## src/rtl/pin_sleep_ctl.sv

```systemverilog
module pin_sleep_ctl #(
  parameter int NPINS = 22,
  parameter int DW    = 32,
  parameter int AW    = 2
) (
  input  logic             clk,
  input  logic             hard_rst_n,
  input  logic             soft_rst,
  input  logic             sleep_rst,
  input  logic             sleep_i,
  input  logic             pwr_lost,
  input  logic             bus_wr,
  input  logic [AW-1:0]    bus_addr,
  input  logic [DW-1:0]    bus_wdata,
  output logic [DW-1:0]    bus_rdata,
  output logic [NPINS-1:0] pin_oe,
  output logic [NPINS-1:0] pin_out
);

  localparam logic [AW-1:0] A_DIR  = AW'(0);
  localparam logic [AW-1:0] A_LVL  = AW'(1);
  localparam logic [AW-1:0] A_SDIR = AW'(2);
  localparam logic [AW-1:0] A_STAT = AW'(3);
  localparam logic [NPINS-1:0] ONES = {NPINS{1'b1}};

  logic [NPINS-1:0] dir_q, lvl_q, sdir_q, cap_q;
  logic             sleep_q, hold_q, frozen;
  logic             wr_dir, wr_lvl, wr_sdir, wr_stat;
  logic [NPINS-1:0] wdat;
  logic             unused_wbits;

  assign wr_dir  = bus_wr && (bus_addr == A_DIR);
  assign wr_lvl  = bus_wr && (bus_addr == A_LVL);
  assign wr_sdir = bus_wr && (bus_addr == A_SDIR);
  assign wr_stat = bus_wr && (bus_addr == A_STAT);
  assign wdat    = bus_wdata[NPINS-1:0];
  assign unused_wbits = ^bus_wdata[DW-1:NPINS];

  always_ff @(posedge clk or negedge hard_rst_n)
    if (!hard_rst_n)              dir_q <= '0;
    else if (soft_rst || sleep_rst) dir_q <= '0;
    else if (wr_dir)              dir_q <= wdat;

  always_ff @(posedge clk or negedge hard_rst_n)
    if (!hard_rst_n)  lvl_q <= '0;
    else if (wr_lvl)  lvl_q <= wdat;

  always_ff @(posedge clk or negedge hard_rst_n)
    if (!hard_rst_n)   sdir_q <= ONES;
    else if (pwr_lost) sdir_q <= ONES;
    else if (wr_sdir)  sdir_q <= wdat;

  always_ff @(posedge clk or negedge hard_rst_n)
    if (!hard_rst_n) begin
      sleep_q <= 1'b0;
      cap_q   <= ONES;
    end else begin
      sleep_q <= sleep_i;
      if (sleep_i && !sleep_q) cap_q <= sdir_q;
    end

  always_ff @(posedge clk or negedge hard_rst_n)
    if (!hard_rst_n)                   hold_q <= 1'b0;
    else if (sleep_q && !sleep_i)      hold_q <= 1'b1;
    else if (wr_stat && bus_wdata[0])  hold_q <= 1'b0;

  assign frozen  = sleep_q | hold_q;
  assign pin_oe  = frozen ? ~cap_q : dir_q;
  assign pin_out = frozen ? '0 : lvl_q;

  always_comb begin
    bus_rdata = '0;
    case (bus_addr)
      A_DIR:   bus_rdata[NPINS-1:0] = dir_q;
      A_LVL:   bus_rdata[NPINS-1:0] = lvl_q;
      A_SDIR:  bus_rdata[NPINS-1:0] = sdir_q;
      default: bus_rdata[0]         = hold_q;
    endcase
  end

  AST_RSVD_ZERO: assert property (@(posedge clk) disable iff (!hard_rst_n)
    bus_rdata[DW-1:NPINS] == '0);
  AST_DIR_CLEARED: assert property (@(posedge clk) disable iff (!hard_rst_n)
    (soft_rst || sleep_rst) |=> dir_q == '0);
  AST_SDIR_KEPT: assert property (@(posedge clk) disable iff (!hard_rst_n)
    ((soft_rst || sleep_rst) && !pwr_lost && !wr_sdir) |=> $stable(sdir_q));
  AST_CAPTURE: assert property (@(posedge clk) disable iff (!hard_rst_n)
    $rose(sleep_q) |-> (pin_oe == ~$past(sdir_q) && pin_out == '0));
  AST_PWR_LOST: assert property (@(posedge clk) disable iff (!hard_rst_n)
    pwr_lost |=> sdir_q == ONES);
  AST_HOLD_SET: assert property (@(posedge clk) disable iff (!hard_rst_n)
    (sleep_q && !sleep_i) |=> hold_q);
  AST_HOLD_STAYS: assert property (@(posedge clk) disable iff (!hard_rst_n)
    (hold_q && !(wr_stat && bus_wdata[0])) |=> hold_q);
  AST_LVL_KEPT: assert property (@(posedge clk) disable iff (!hard_rst_n)
    !wr_lvl |=> $stable(lvl_q));

endmodule

```

## config.mk

```make
export PLATFORM = sky130hd
export DESIGN_NAME = pin_sleep_ctl
export DESIGN_NICKNAME = d
export VERILOG_FILES = /design/src/rtl/pin_sleep_ctl.sv
export SDC_FILE = /design/constraint.sdc
export NUM_CORES = 1
export LEC_CHECK = 0
export CAP_MARGIN = 40
export CORE_ASPECT_RATIO = 0.9
export CORE_UTILIZATION = 66
export CTS_BUF_LIST = sky130_fd_sc_hd__clkbuf_8
export DETAILED_ROUTE_END_ITERATION = 6
export DONT_BUFFER_PORTS = 1
export PLACE_DENSITY_LB_ADDON = 0.25
export SETUP_SLACK_MARGIN = 0.15
export SYNTH_ARGS = -nofsm -noshare
export SYNTH_HDL_FRONTEND = slang
export SYNTH_SLANG_ARGS = --single-unit
```

## constraint.sdc

```tcl
create_clock -name clk -period 1.7 [get_ports clk]
set_input_delay 0.17 -clock clk [delete_from_list [all_inputs] [get_ports clk]]
set_output_delay 0.17 -clock clk [all_outputs]
set_load 0.02 [all_outputs]
```

==> results of run 1 <==
-- layout by cell type, fill, tap and decap left out, types with 2 or more instances in the layout --
master,instances
dfrtp_1,46
conb_1,10
nor2_1,44
and2_2,12
clkbuf_8,9
buf_6,11
dlygate4sd3_1,26
nor3b_1,44
a21oi_1,2
mux2_2,62
clkinv_4,2
o2bb2ai_2,2
inv_1,2
clkinvlp_4,2
and2_4,10
o2bb2ai_1,19
dfstp_2,44
nor3_1,20
mux2_1,4
buf_8,3
buf_12,2
buf_4,23
a21oi_2,12
a21oi_4,8
mux2i_1,43
-- where the power goes --
| part | internal [mW] | leakage [nW] | total [mW] | switching [mW] |
|---|---|---|---|---|
| clock network | 0.676 | 0.0966 | 1.45 | 0.779 |
| registers | 2.34 | 1.05 | 2.47 | 0.130 |
| logic | 0.480 | 1.21 | 1.02 | 0.539 |
| total | 3.50 | 2.36 | 4.94 | 1.45 |
-- worst max-delay path: cells and delay by family, from the launching register on --
kind | cells | cell delay (ns)
buf+inv | 2 | 0.33
simple gates | 1 | 0.33
flops | 1 | 0.39
compound gates | 1 | 0.15
-- final timing paths --
| path | end | slack [ns] | cells past startpoint |
|---|---|---|---|
| setup / recovery | pin_oe[20] | -0.04 | 4 |
| hold / removal | lvl_q[19] | -0.52 | 0 |
| setup reg to reg | cap_q[2] | 0.17 | 3 |
| hold reg to reg | lvl_q[7] | 0.53 | 1 |
| max in group asynchronous | cap_q[7] | 2.00 | 0 |
| min in group clk | hold_q | 0.03 | 2 |
-- metrics by stage --
stage                     setup WS (ns)  TNS [ns]
after floorplan                  0.2400         0
after global placement           0.1641         0
after detailed placement         0.1404         0
after CTS                      -0.02842   -0.4094
after global routing           -0.06427    -1.305
final                          -0.04067   -0.1322
-- cells by family after synthesis --
logic type / synth area share
flip-flops: 0.4653
AND/OR/NAND/NOR: 0.1668
other: 0.0007563
buffers and inverters: 0.06485
AO/OA/AOI/OAI: 0.06107
multiplexers: 0.2412
-- state kept, by name (all words and copies together) (netlist names) --
name / cells
sdir_q: 22
hold_q: 1
lvl_q: 22
dir_q: 22
sleep_q: 1
cap_q: 22
-- layer usage --
metal | GRT usage | share of wire | up-vias
li1 | - | - | 1605
met1 | 0.4232 | 0.39 | 1902
met2 | 0.5521 | 0.50 | 179
met3 | 0.08696 | 0.085 | 31
met4 | 0.1371 | 0.022 | 0
met5 | 0 | 0 | -
-- layout make-up --
type                            count  area (sq um)  share of cell area
Multi-Input combinational cell    305          2589              0.4404
Sequential cell                    90          2307              0.3925
Timing Repair Buffer               66         666.9              0.1135
Clock buffer                        9         123.9             0.02107
Tap cell                           93         116.4             0.01980
Clock inverter                      7         71.32             0.01213
Inverter                            1         3.754           0.0006386
-- what timing repair did --
item	4_1_cts	5_1_grt
cloned	0	2
buffers inserted	2	1
pin swaps	2	16
setup endpoints to repair	65	48
endpoints found under the hold margin	135	90
resized for setup	43	44
==> metrics, run 1 <==
vias in the first global route 3797; count of cell types in the netlist 26; Final WS setup -0.04067 ns; Yosys top cell area share 0.2332; Post-synth EDFFs 0; startpoint types flop; Core ar. around 7000 sq um; # setup viols final 12; Tcrit/Tclk final 1.024; clk buf depth 2; I/O Buffers 0; Final Non-Filler Cells 571; Worst Setup SP hold_q; crit path cell chain or2_4, buf_12, a21oi_2, buf_4; Avg Cell Area, Syn around 11 sq um; Total GRT Usage 0.3356; Max IR drop VDD roughly 0.62 mV; initial core utilization 0.6937; Post-synth top flop dfrtp_1; die area 7864 sq um; pwr dens roughly 840 nW/um^2; Slowest-stage cell, CP dfrtp_1; first-pass GRT wire length around 20000 microns; Final Util 0.8223; Rows 29; layout cells sized above 1 0.4498; CTS tree done; via count about 3700; Die H 84.23 microns; dpl cells about 520; post-route ant nets 0; number of diodes 0; CTS clock-pin slew for the worst setup and hold paths ~0.09 ns; Vias/cell ~6.5; Worst Skew around 0.0096 ns; violated checks negative hold slack, negative setup slack; Max-cap violations 0; Detail Placement HPWL roughly 7200 microns; top cells by area, synth dfstp_2 (23%), dfrtp_1 (23%), mux2_2 (14%), mux2i_1 (8.7%), nor3b_1 (6.7%); Synth Register Bits 90; largest net degree at the start of global routing 91; crit path max fanout 8; Pleak between 2 and 2.5 nW; Ports roughly 120; fin. max-slew vios 0; RSZ-0062 raised after global routing true; Warnings, synthesis 0; dominant cell by count in the synthesized netlist mux2_2; Async SR Flop Fraction 1.000; die width 93.37 microns; Hold Fails Final Rpt 90; Final Total Pwr roughly 4.9 mW; Seq/Total Area, Yosys 0.4653; Final Cell Area 5878 sq um; crit path kind reg2out; Commonest cells post-synth mux2_2 (62), dfrtp_1 (46), nor2_1 (45); grt ovf 0; relative slew slack 0.6491; # hold bufs at CTS 27; drt drc 0; initial antenna violation count 0; Area growth syn-to-layout 18.55%; CP peak stage delay just under 0.4 ns; fmax roughly 0.57 GHz; area leader, netlist dfstp_2; clk sinks 90; Starting DRT DRC Count ~260; worst-skew pair later-pin latency ~0.37 ns; routed wire length between 10000 and 15000 microns; Num CTS Buffers 9; WHS -0.5161 ns; global placer's final weighted congestion between 0.8 and 0.9; fill count between 400 and 500; Synth Instances about 440; Worst Tran Pin Value approximately 0.53 ns; WL per Instance ~22 microns; Area after DPL 5059 sq um; DRT Pass-1 Iters 5; Clock Tree Root clkbuf_8; Hold WC Path Type in2async; r2r startpoint sleep_q; outcome finished with violations; Worst EP required ~1.5 ns; htree depth 3; CP arrival about 1.6 ns; nets roughly 510; CP endpoint kind output pin; mapped cell area around 5000 sq um; Tmin final about 1.7 ns
No activity file was read; power rests on OpenSTA's default activity.
==> run 2, diff against run 1 <==
--- a/config.mk
+++ b/config.mk
@@ -13,6 +13,7 @@
 export DONT_BUFFER_PORTS = 1
 export PLACE_DENSITY_LB_ADDON = 0.25
 export SETUP_SLACK_MARGIN = 0.15
+export SLEW_MARGIN = 20
 export SYNTH_ARGS = -nofsm -noshare
 export SYNTH_HDL_FRONTEND = slang
 export SYNTH_SLANG_ARGS = --single-unit
==> results of run 2 <==
No change in the layout: final DEF, timing and power equal those of run 1.
